**src/rtl/pt_walk_pkg.sv**
```systemverilog
package pt_walk_pkg;

  typedef enum logic [1:0] {
    CAUSE_NONE     = 2'd0,
    CAUSE_NONCANON = 2'd1,
    CAUSE_ABSENT   = 2'd2,
    CAUSE_PERM     = 2'd3
  } faultCause_t;

  typedef enum logic [1:0] {
    SIZE_4K = 2'd0,
    SIZE_2M = 2'd1,
    SIZE_1G = 2'd2
  } pageSize_t;

  // strobes from the control FSM to the datapath
  typedef struct packed {
    logic        capture;
    logic        descend;
    logic        finish;
    faultCause_t cause;
  } walkStrobe_t;

  localparam int FLAG_PRESENT = 0;
  localparam int FLAG_WRITE   = 1;
  localparam int FLAG_USER    = 2;
  localparam int FLAG_HUGE    = 7;

endpackage

```
**src/rtl/pt_walk_datapath.sv**
```systemverilog
module pt_walk_datapath
  import pt_walk_pkg::*;
#(
  parameter int VA_W     = 64,
  parameter int PA_W     = 48,
  parameter int ENTRY_W  = 64,
  parameter int LEVELS   = 4,
  parameter int IDX_W    = 9,
  parameter int OFF_W    = 12,
  parameter int HUGE_TOP = 2
) (
  input  logic                clk,
  input  logic                rstN,
  input  walkStrobe_t         strobe,
  input  logic [VA_W-1:0]     reqVaddr,
  input  logic                reqWrite,
  input  logic                reqUser,
  input  logic [VA_W-1:0]     rootBase,
  input  logic [ENTRY_W-1:0]  memRspData,
  output logic                inCanonical,
  output logic                entryPresent,
  output logic                entryPermOk,
  output logic                entryHuge,
  output logic                atLeaf,
  output logic [PA_W-1:0]     memReqAddr,
  output logic [PA_W-1:0]     rspPaddr,
  output faultCause_t         rspCause,
  output pageSize_t           rspSize
);

  localparam int VA_USED  = OFF_W + LEVELS * IDX_W;
  localparam int LVL_W    = $clog2(LEVELS);
  localparam int FRAME_W  = PA_W - OFF_W;
  localparam int ENTRY_SH = OFF_W - IDX_W;

  logic [VA_USED-1:0] vaddrQ;
  logic               wantWrite;
  logic               wantUser;
  logic [FRAME_W-1:0] tableBase;
  logic [LVL_W-1:0]   levelQ;
  logic [PA_W-1:0]    paddrQ;
  faultCause_t        causeQ;
  pageSize_t          sizeQ;

  logic [IDX_W-1:0]   levelIdx [LEVELS];

  generate
    for (genvar g = 0; g < LEVELS; g++) begin : gIdx
      assign levelIdx[g] = vaddrQ[OFF_W + g*IDX_W +: IDX_W];
    end
  endgenerate

  // canonical when the unused top bits copy the highest translated bit
  logic [VA_W-VA_USED:0] upperBits;
  assign upperBits   = reqVaddr[VA_W-1:VA_USED-1];
  assign inCanonical = (&upperBits) || !(|upperBits);

  logic [FRAME_W-1:0] entryFrame;
  assign entryFrame   = memRspData[PA_W-1:OFF_W];
  assign entryPresent = memRspData[FLAG_PRESENT];
  assign entryPermOk  = (!wantWrite || memRspData[FLAG_WRITE]) &&
                        (!wantUser  || memRspData[FLAG_USER]);
  assign atLeaf       = (levelQ == '0);
  assign entryHuge    = memRspData[FLAG_HUGE] && !atLeaf &&
                        (int'(levelQ) <= HUGE_TOP);

  assign memReqAddr = {tableBase, levelIdx[levelQ], {ENTRY_SH{1'b0}}};

  // bits below the mapping size come from the virtual address
  logic [PA_W-1:0] leafMask;
  logic [PA_W-1:0] vaddrExt;
  logic [PA_W-1:0] leafPaddr;
  assign leafMask  = {PA_W{1'b1}} << (OFF_W + IDX_W * int'(levelQ));
  assign vaddrExt  = PA_W'(vaddrQ);
  assign leafPaddr = ({entryFrame, {OFF_W{1'b0}}} & leafMask) |
                     (vaddrExt & ~leafMask);

  always_ff @(posedge clk or negedge rstN) begin
    if (!rstN) begin
      vaddrQ    <= '0;
      wantWrite <= 1'b0;
      wantUser  <= 1'b0;
      tableBase <= '0;
      levelQ    <= '0;
      paddrQ    <= '0;
      causeQ    <= CAUSE_NONE;
      sizeQ     <= SIZE_4K;
    end else begin
      if (strobe.capture) begin
        vaddrQ    <= reqVaddr[VA_USED-1:0];
        wantWrite <= reqWrite;
        wantUser  <= reqUser;
        tableBase <= rootBase[PA_W-1:OFF_W];
        levelQ    <= LVL_W'(LEVELS - 1);
      end else if (strobe.descend) begin
        tableBase <= entryFrame;
        levelQ    <= levelQ - 1'b1;
      end
      if (strobe.finish) begin
        causeQ <= strobe.cause;
        if (strobe.cause == CAUSE_NONE) begin
          paddrQ <= leafPaddr;
          sizeQ  <= pageSize_t'(levelQ);
        end else begin
          paddrQ <= '0;
          sizeQ  <= SIZE_4K;
        end
      end
    end
  end

  assign rspPaddr = paddrQ;
  assign rspCause = causeQ;
  assign rspSize  = sizeQ;

  logic unusedBits;
  assign unusedBits = ^{rootBase[VA_W-1:PA_W], rootBase[OFF_W-1:0],
                        memRspData[ENTRY_W-1:PA_W],
                        memRspData[OFF_W-1:FLAG_HUGE+1],
                        memRspData[FLAG_HUGE-1:FLAG_USER+1]};

  AST_DESCEND_ABOVE_LEAF: assert property (@(posedge clk) disable iff (!rstN)
    strobe.descend |-> levelQ != '0);

  AST_CAPTURE_NOT_MIDWALK: assert property (@(posedge clk) disable iff (!rstN)
    strobe.capture |-> !strobe.descend);

endmodule

```
**src/rtl/pt_walk_control.sv**
```systemverilog
module pt_walk_control
  import pt_walk_pkg::*;
(
  input  logic        clk,
  input  logic        rstN,
  input  logic        reqValid,
  input  logic        inCanonical,
  input  logic        memReqReady,
  input  logic        memRspValid,
  input  logic        entryPresent,
  input  logic        entryPermOk,
  input  logic        entryHuge,
  input  logic        atLeaf,
  input  logic        rspReady,
  output walkStrobe_t strobe,
  output logic        busy,
  output logic        memReqValid,
  output logic        rspValid
);

  typedef enum logic [1:0] {
    ST_IDLE = 2'd0,
    ST_READ = 2'd1,
    ST_WAIT = 2'd2,
    ST_RESP = 2'd3
  } walkState_t;

  walkState_t state, nextState;

  always_comb begin
    nextState = state;
    strobe    = '0;
    unique case (state)
      ST_IDLE: begin
        if (reqValid) begin
          strobe.capture = 1'b1;
          if (!inCanonical) begin
            strobe.finish = 1'b1;
            strobe.cause  = CAUSE_NONCANON;
            nextState     = ST_RESP;
          end else begin
            nextState = ST_READ;
          end
        end
      end
      ST_READ: begin
        if (memReqReady) nextState = ST_WAIT;
      end
      ST_WAIT: begin
        if (memRspValid) begin
          if (!entryPresent) begin
            strobe.finish = 1'b1;
            strobe.cause  = CAUSE_ABSENT;
            nextState     = ST_RESP;
          end else if (!entryPermOk) begin
            strobe.finish = 1'b1;
            strobe.cause  = CAUSE_PERM;
            nextState     = ST_RESP;
          end else if (entryHuge || atLeaf) begin
            strobe.finish = 1'b1;
            strobe.cause  = CAUSE_NONE;
            nextState     = ST_RESP;
          end else begin
            strobe.descend = 1'b1;
            nextState      = ST_READ;
          end
        end
      end
      ST_RESP: begin
        if (rspReady) nextState = ST_IDLE;
      end
      default: nextState = ST_IDLE;
    endcase
  end

  always_ff @(posedge clk or negedge rstN) begin
    if (!rstN) state <= ST_IDLE;
    else       state <= nextState;
  end

  assign busy        = (state != ST_IDLE);
  assign memReqValid = (state == ST_READ);
  assign rspValid    = (state == ST_RESP);

  AST_MEMREQ_HELD: assert property (@(posedge clk) disable iff (!rstN)
    memReqValid && !memReqReady |=> memReqValid);

  AST_RSP_HELD: assert property (@(posedge clk) disable iff (!rstN)
    rspValid && !rspReady |=> rspValid);

  AST_FINISH_ONE_HOT: assert property (@(posedge clk) disable iff (!rstN)
    $onehot0({strobe.finish && !strobe.capture, strobe.descend}));

endmodule

```
**src/rtl/pt_walker.sv**
```systemverilog
module pt_walker
  import pt_walk_pkg::*;
#(
  parameter int VA_W     = 64,
  parameter int PA_W     = 48,
  parameter int ENTRY_W  = 64,
  parameter int LEVELS   = 4,
  parameter int IDX_W    = 9,
  parameter int OFF_W    = 12,
  parameter int HUGE_TOP = 2
) (
  input  logic               clk,
  input  logic               rstN,
  input  logic               reqValid,
  input  logic [VA_W-1:0]    reqVaddr,
  input  logic               reqWrite,
  input  logic               reqUser,
  input  logic [VA_W-1:0]    rootBase,
  output logic               busy,
  output logic               memReqValid,
  input  logic               memReqReady,
  output logic [PA_W-1:0]    memReqAddr,
  input  logic               memRspValid,
  input  logic [ENTRY_W-1:0] memRspData,
  output logic               rspValid,
  input  logic               rspReady,
  output logic [PA_W-1:0]    rspPaddr,
  output logic               rspFault,
  output logic [1:0]         rspCause,
  output logic [1:0]         rspSize
);

  localparam int CNT_W = $clog2(LEVELS + 1) + 1;

  walkStrobe_t strobe;
  logic        inCanonical, entryPresent, entryPermOk, entryHuge, atLeaf;
  faultCause_t causeOut;
  pageSize_t   sizeOut;

  pt_walk_control u_control (
    .clk         (clk),
    .rstN        (rstN),
    .reqValid    (reqValid),
    .inCanonical (inCanonical),
    .memReqReady (memReqReady),
    .memRspValid (memRspValid),
    .entryPresent(entryPresent),
    .entryPermOk (entryPermOk),
    .entryHuge   (entryHuge),
    .atLeaf      (atLeaf),
    .rspReady    (rspReady),
    .strobe      (strobe),
    .busy        (busy),
    .memReqValid (memReqValid),
    .rspValid    (rspValid)
  );

  pt_walk_datapath #(
    .VA_W(VA_W), .PA_W(PA_W), .ENTRY_W(ENTRY_W), .LEVELS(LEVELS),
    .IDX_W(IDX_W), .OFF_W(OFF_W), .HUGE_TOP(HUGE_TOP)
  ) u_datapath (
    .clk         (clk),
    .rstN        (rstN),
    .strobe      (strobe),
    .reqVaddr    (reqVaddr),
    .reqWrite    (reqWrite),
    .reqUser     (reqUser),
    .rootBase    (rootBase),
    .memRspData  (memRspData),
    .inCanonical (inCanonical),
    .entryPresent(entryPresent),
    .entryPermOk (entryPermOk),
    .entryHuge   (entryHuge),
    .atLeaf      (atLeaf),
    .memReqAddr  (memReqAddr),
    .rspPaddr    (rspPaddr),
    .rspCause    (causeOut),
    .rspSize     (sizeOut)
  );

  assign rspCause = causeOut;
  assign rspSize  = sizeOut;
  assign rspFault = (causeOut != CAUSE_NONE);

  // reads issued since the current request was accepted
  logic [CNT_W-1:0] readCnt;
  always_ff @(posedge clk or negedge rstN) begin
    if (!rstN)                       readCnt <= '0;
    else if (reqValid && !busy)      readCnt <= '0;
    else if (memReqValid && memReqReady) readCnt <= readCnt + 1'b1;
  end

  AST_NONCANON_NO_READ: assert property (@(posedge clk) disable iff (!rstN)
    rspValid && rspCause == CAUSE_NONCANON |-> readCnt == '0);

  AST_WALK_DEPTH: assert property (@(posedge clk) disable iff (!rstN)
    rspValid |-> int'(readCnt) <= LEVELS);

  AST_READS_MATCH_SIZE: assert property (@(posedge clk) disable iff (!rstN)
    rspValid && !rspFault |-> int'(readCnt) == LEVELS - int'(rspSize));

  AST_MEMADDR_STABLE: assert property (@(posedge clk) disable iff (!rstN)
    memReqValid && !memReqReady |=> $stable(memReqAddr));

  AST_RSP_STABLE: assert property (@(posedge clk) disable iff (!rstN)
    rspValid && !rspReady |=> $stable(rspPaddr) && $stable(rspCause) && $stable(rspSize));

endmodule

```
**config.mk**
```make
export PLATFORM = sky130hd
export DESIGN_NAME = pt_walker
export DESIGN_NICKNAME = d
export VERILOG_FILES = /design/src/rtl/pt_walk_pkg.sv /design/src/rtl/pt_walk_datapath.sv /design/src/rtl/pt_walk_control.sv /design/src/rtl/pt_walker.sv
export SDC_FILE = /design/constraint.sdc
export NUM_CORES = 1
export LEC_CHECK = 0
export BUFFER_PORTS_ARGS = -buffer_cell sky130_fd_sc_hd__buf_2
export CORE_MARGIN = 8
export CORE_UTILIZATION = 42
export DETAILED_ROUTE_END_ITERATION = 8
export GPL_ROUTABILITY_DRIVEN = 0
export PLACE_DENSITY_LB_ADDON = 0.3
export SYNTH_ARGS = -nofsm -noshare
export SYNTH_HDL_FRONTEND = slang
export SYNTH_HIERARCHICAL = 1
export SYNTH_SLANG_ARGS = --single-unit
export TNS_END_PERCENT = 20
```
**constraint.sdc**
```tcl
create_clock -name clk -period 3 [get_ports clk]
set_input_delay 0.3 -clock clk [delete_from_list [all_inputs] [get_ports clk]]
set_output_delay 0.3 -clock clk [all_outputs]
set_load 0.03 [all_outputs]
```
After elaboration in Yosys (flattened, before gate mapping)
Index checks and enable logic that the tools add are counted.

Register bits: 142. Input port bits: 200. Output and inout port bits: 104.

Add/subtract/negate cells: 2. Multipliers: 1. $lt $le $gt $ge: 2. Equal/unequal tests: 7. Shifts and indexed selects: 1. Muxes and demuxes: 31. Bitwise logic cells: 5. Reduce and logical (&&, ||, !) cells: 20.

Operators by type and width (count): AND 48 bit (2); two-way mux 36 bit (2); two-way mux 48 bit (1); NOT 48 bit (1); OR 48 bit (1); left shift 48 x 32 -> 48 bit, first input constant (1); adder 5 x 32 -> 32 bit, first input constant (1); two-way mux 2 bit (11); binary-select mux 9 bit (select 2 bit) (1); two-way mux 9 bit (2); AND reduction 17 bit (1); OR reduction 17 bit (1); two-way mux 3 bit (5); one-hot mux 2 bit (4 select lines) (1); zero test 2 bit (3); multiplier 4 x 2 -> 6 bit, first input constant (1); two-way mux 1 bit (6); one-hot mux 3 bit (2 select lines) (1); nonzero test 2 bit (3); equality test 2 bit, second input constant (2); zero test 1 bit (4); logical OR 1 bit (4); two-way mux 4 bit (1); != test 2 x 1 -> 1 bit, second input constant (2); other kinds (8) (11).

Logic depth before layout (Yosys ltp)
Depth in word-level cells: 12. Mapped depth: 13.

Modules after synthesis
Netlist, hierarchy kept.

Modules (own cells, without submodules): pt_walk_datapath (instances 1, cells an instance 470, area each 6231.0 µm², seq. area each 3503.4 µm²); pt_walk_control (instances 1, cells an instance 27, area each 220.2 µm², seq. area each 50.0 µm²); pt_walker (instances 1, cells an instance 1, area each 6.3 µm², seq. area each 0.0 µm²).

Worst setup path after synthesis
Ideal clock, no wire load.

Path type: reg-to-reg. From: register u_datapath.levelQ[0]. To: register u_datapath.paddrQ[7] (netlist: u_datapath/rspPaddr[7]). Library setup time: 66 ps. Data arrival time: 2846 ps. Data required time: 2934 ps. Path slack: 87 ps. Cell stages (with the launch flop): 14. Buffers on the path: 3. Path through: dfrtp_1 -> buf_2 -> inv_1 -> ha_1 -> clkbuf_1 -> nor3b_1 -> nand4bb_1 -> nand3_1 -> a21oi_1 -> inv_2 -> or3_1 -> buf_4 -> a21oi_4 -> a22o_1.

RTL lines: start, declared (line pt_walk_datapath.sv:40) `logic [LVL_W-1:0] levelQ;`; start signal, assigned (line pt_walk_datapath.sv:94) `levelQ <= LVL_W'(LEVELS - 1);`; start signal, assigned (line pt_walk_datapath.sv:97) `levelQ <= levelQ - 1'b1;`; end signal, assigned (line pt_walk_datapath.sv:102) `paddrQ <= leafPaddr;`; end, declared (line pt_walk_datapath.sv:41) `logic [PA_W-1:0] paddrQ;`.

==> flow_metrics.tcl <==
set metrics [dict create \
    leakagePower_nw 4.03 \
    p_per_area_mw_per_mm2 1230 \
    critPathMaxFanout 25 \
    grt_pass1_vias 5437 \
    startpoint "u_datapath/levelQ[0]$_DFFE_PN0P_" \
    r2r-end "u_datapath/rspPaddr[19]$_DFFE_PN0P_" \
    synth-edff-count 0 \
    numCtsBuffers 17 \
    cp-endpoint "u_datapath/rspPaddr[19]$_DFFE_PN0P_" \
    yosysWarnings 6 \
    synthXorXnorAreaFrac_pct 0.136 \
    synth_mux_area_share_pct 23.4 \
    dieArea_mm2 0.0196 \
    synthArstFlopShare_pct 100 \
    outcome "finished, final reports clean" \
    clk_pin_slew_worst_paths_ns 0.06 \
    synth_top_family_by_area "multiplexers" \
    grt.total_usage_pct 20.1 \
    grt_pass1_wl_um 30600 \
    synth_flop_cell "dfrtp_1" \
    finalSetupViolCount 0 \
    fmax_mhz 359 \
    syn_to_final_growth_pct 31.3 \
    yosysSeqAreaShare_pct 55.0 \
    die_h_um 140 \
    path_cells "inv_1, ha_1, buf_4, nand4bb_1, nand3_1, a21oi_2, inv_2, or3_2, buf_12, o2bb2ai_1" \
    via_per_inst 5.27 \
    synth_compound_area_share_pct 10.9 \
    design_area_mm2 0.00848 \
    port-buffer-count 248 \
    insertion_delay_ns 0.41 \
    clockRootBuffer "clkbuf_16" \
    cp.arrival_ns 3.11 \
    antennaDiodeCount 0 \
    grt_overflow_total 0 \
    start_kind "flip-flop" \
    h-tree-depth 4 \
    dp_hpwl_um 14700 \
    wl_per_cell_um 20.8 \
    num_vias 4976 \
    fin_nets 950 \
    fill_cells 1314 \
    ir_worst_vdd_v 0.000572 \
    finalWorstPathRequiredPeriod_ns 2.79 \
    firstDrtPassIters 5 \
    max_slew_margin_pct 51.9 \
    tightest_slew_ns 0.718 \
    drt_iter0_drc 245 \
    grt_max_degree 125 \
    tns_ns 0 \
    cts_tree "built" \
    initial_core_util_pct 42.8 \
    drtAntennaViolNets 0 \
    synth_cell_type_count 43 \
    period_share_pct 92.9 \
    slowest_stage "or3_2" \
    antenna_found_initial 2 \
    hold_path_class "primary input to flip-flop" \
    placementRows 45 \
    r2r_start "u_datapath/levelQ[0]$_DFFE_PN0P_" \
    cts_buffer_depth 2 \
    layout-drive-gt1-share_pct 48.3 \
    critical_path_class "flip-flop to flip-flop" \
    io_pins 304 \
    syn_area_mm2 0.00646 \
    syn_inst 498 \
    cp-end-kind "flip-flop" \
    rsz0062_at_grt "false" \
    finalHoldViolations 0 \
    syn_area_per_cell_um2 13.0 \
    crit_path_max_incr_delay_ns 0.61 \
    cts_sinks 142 \
    wirelength_um 19600 \
    cap_violations 0 \
    clock_skew_ns 0.00880 \
    worst-r2r-cell-count 10 \
    synthAdderAreaFrac_pct 1.16 \
    dpl_cell_area_mm2 0.00787 \
    die_x_um 140 \
    required_ns 3.32 \
    drc 0 \
    regToRegSetupSlack_ns 0.21 \
    ys_seq_elements 142 \
    core_mm2 0.0151 \
    slew_viol_final 0 \
    synth-simple-area-share_pct 5.39 \
]
[through the flow]
step | total power, W | instances | utilization, % | setup slack, ns | hold slack [ns]
4_1_cts | 0.0105 | 944 | 56.1 | 0.143 | 0.0707
6_report | 0.0104 | 944 | 56.2 | 0.214 | 0.0953
2_1_floorplan | 0.00681 | 500 | - | 0.0873 | 0.00441
3_5_place_dp | 0.00840 | 912 | 52.2 | 0.162 | 0.307
3_3_place_gp | 0.00822 | 912 | 52.2 | 0.201 | 0.301
5_1_grt | 0.0110 | 944 | 56.2 | 0.0709 | 0.0805
[report_power, final]
group | switching (W) | internal, W | total [W] | leakage [nW]
Combinational | 0.00298 | 0.00185 | 0.00483 | 1.99
Clock | 0.000786 | 0.00131 | 0.00210 | 0.289
Sequential | 0.000673 | 0.00283 | 0.00351 | 1.74
[cell usage in the layout, fill, tap and decap left out, types with 7 or more instances in the layout]
| cell type | count |
|---|---|
| inv_1 | 7 |
| clkbuf_16 | 17 |
| mux2i_1 | 71 |
| o21ai_0 | 38 |
| dfrtp_1 | 142 |
| mux2_2 | 53 |
| buf_2 | 247 |
| nand2_1 | 40 |
| a22o_1 | 15 |
| mux4_2 | 9 |
| o2bb2ai_1 | 34 |
| buf_4 | 12 |
[worst max-delay path: cells and delay by family, from the launching register on]
| family | cells | cell delay [ns] |
|---|---|---|
| adders and majority gates | 1 | 0.20 |
| AOI/OAI and AO/OA | 2 | 0.41 |
| buffers and inverters | 4 | 0.67 |
| and+or+nand+nor | 3 | 0.95 |
| DFF | 1 | 0.44 |
[how the worst min path moves through the flow]
stage,from,endpoint,cells after the start
floorplan,rstN,u_control/state[0]$_DFFE_PN0P_,0
global placement,rstN,u_datapath/rspPaddr[2]$_DFFE_PN0P_,1
detailed placement,rstN,u_datapath/rspPaddr[2]$_DFFE_PN0P_,1
CTS,rootBase[31],u_datapath/tableBase[19]$_DFFE_PN0P_,3
global route,rootBase[34],u_datapath/tableBase[22]$_DFFE_PN0P_,3
finish,rootBase[31],u_datapath/tableBase[19]$_DFFE_PN0P_,3
[Yosys cell counts, drive strengths merged (2+ instances only)]
cell type | instances | area (µm²)
ha | 6 | 75.1
mux2i | 71 | 711
dfrtp | 142 | 3550
or3 | 2 | 12.5
nand2b | 2 | 12.5
mux2 | 53 | 597
o2bb2ai | 34 | 298
a21oi | 5 | 40.0
buf | 25 | 173
nor3b | 2 | 15.0
a22o | 15 | 131
nor4 | 4 | 25.0
nor2 | 5 | 23.8
nand4 | 5 | 31.3
mux4 | 9 | 203
or2 | 2 | 12.5
nand3 | 2 | 10.0
inv | 8 | 30.0
nor3 | 2 | 15.0
o21ai | 39 | 195
clkbuf | 13 | 48.8
nand2 | 41 | 156
[what timing repair did]
action	in CTS	in global routing
setup buffers	0	0
endpoints found under the hold margin	56	0
resized for setup	0	1
endpoints found under the setup margin	0	10
hold buffers	1	0
[sequential cells by signal, summed over array words and instances, names as in the netlist]
register and count:
u_control/state 2, u_datapath/rspCause 2, u_datapath/wantWrite 1, u_datapath/rspSize 2, u_datapath/wantUser 1, u_datapath/levelQ 2
u_datapath/vaddrExt 48, u_datapath/tableBase 36, u_datapath/rspPaddr 48
[routing by layer]
layer | wire length [µm] | GRT usage [%] | part of all wire (%)
met2 | 9730 | 33.1 | 50
met3 | 1590 | 8.46 | 8.1
met4 | 168 | 5.66 | 0.86
met1 | 8130 | 23.8 | 41
met5 | 27 | 0 | 0.14
[cells by family after synthesis]
group                      Yosys count
AOI/OAI and AO/OA                   98
xor gates and xnor gates             1
adders and majority gates            6
buffers and inverters               46
DFF                                142
muxes                              133
other                                1
and+or+nand+nor                     71
[layout make-up]
cell class	instances	area [µm²]	area share, %
Inverter	8	30.0	0.354
Sequential cell	142	3550	41.9
Tap cell	188	235	2.78
Clock inverter	9	108	1.27
Multi-Input combinational cell	312	2680	31.6
Timing Repair Buffer	263	1390	16.4
Clock buffer	22	484	5.71
Note: power is estimated with default switching activity, not from simulation.
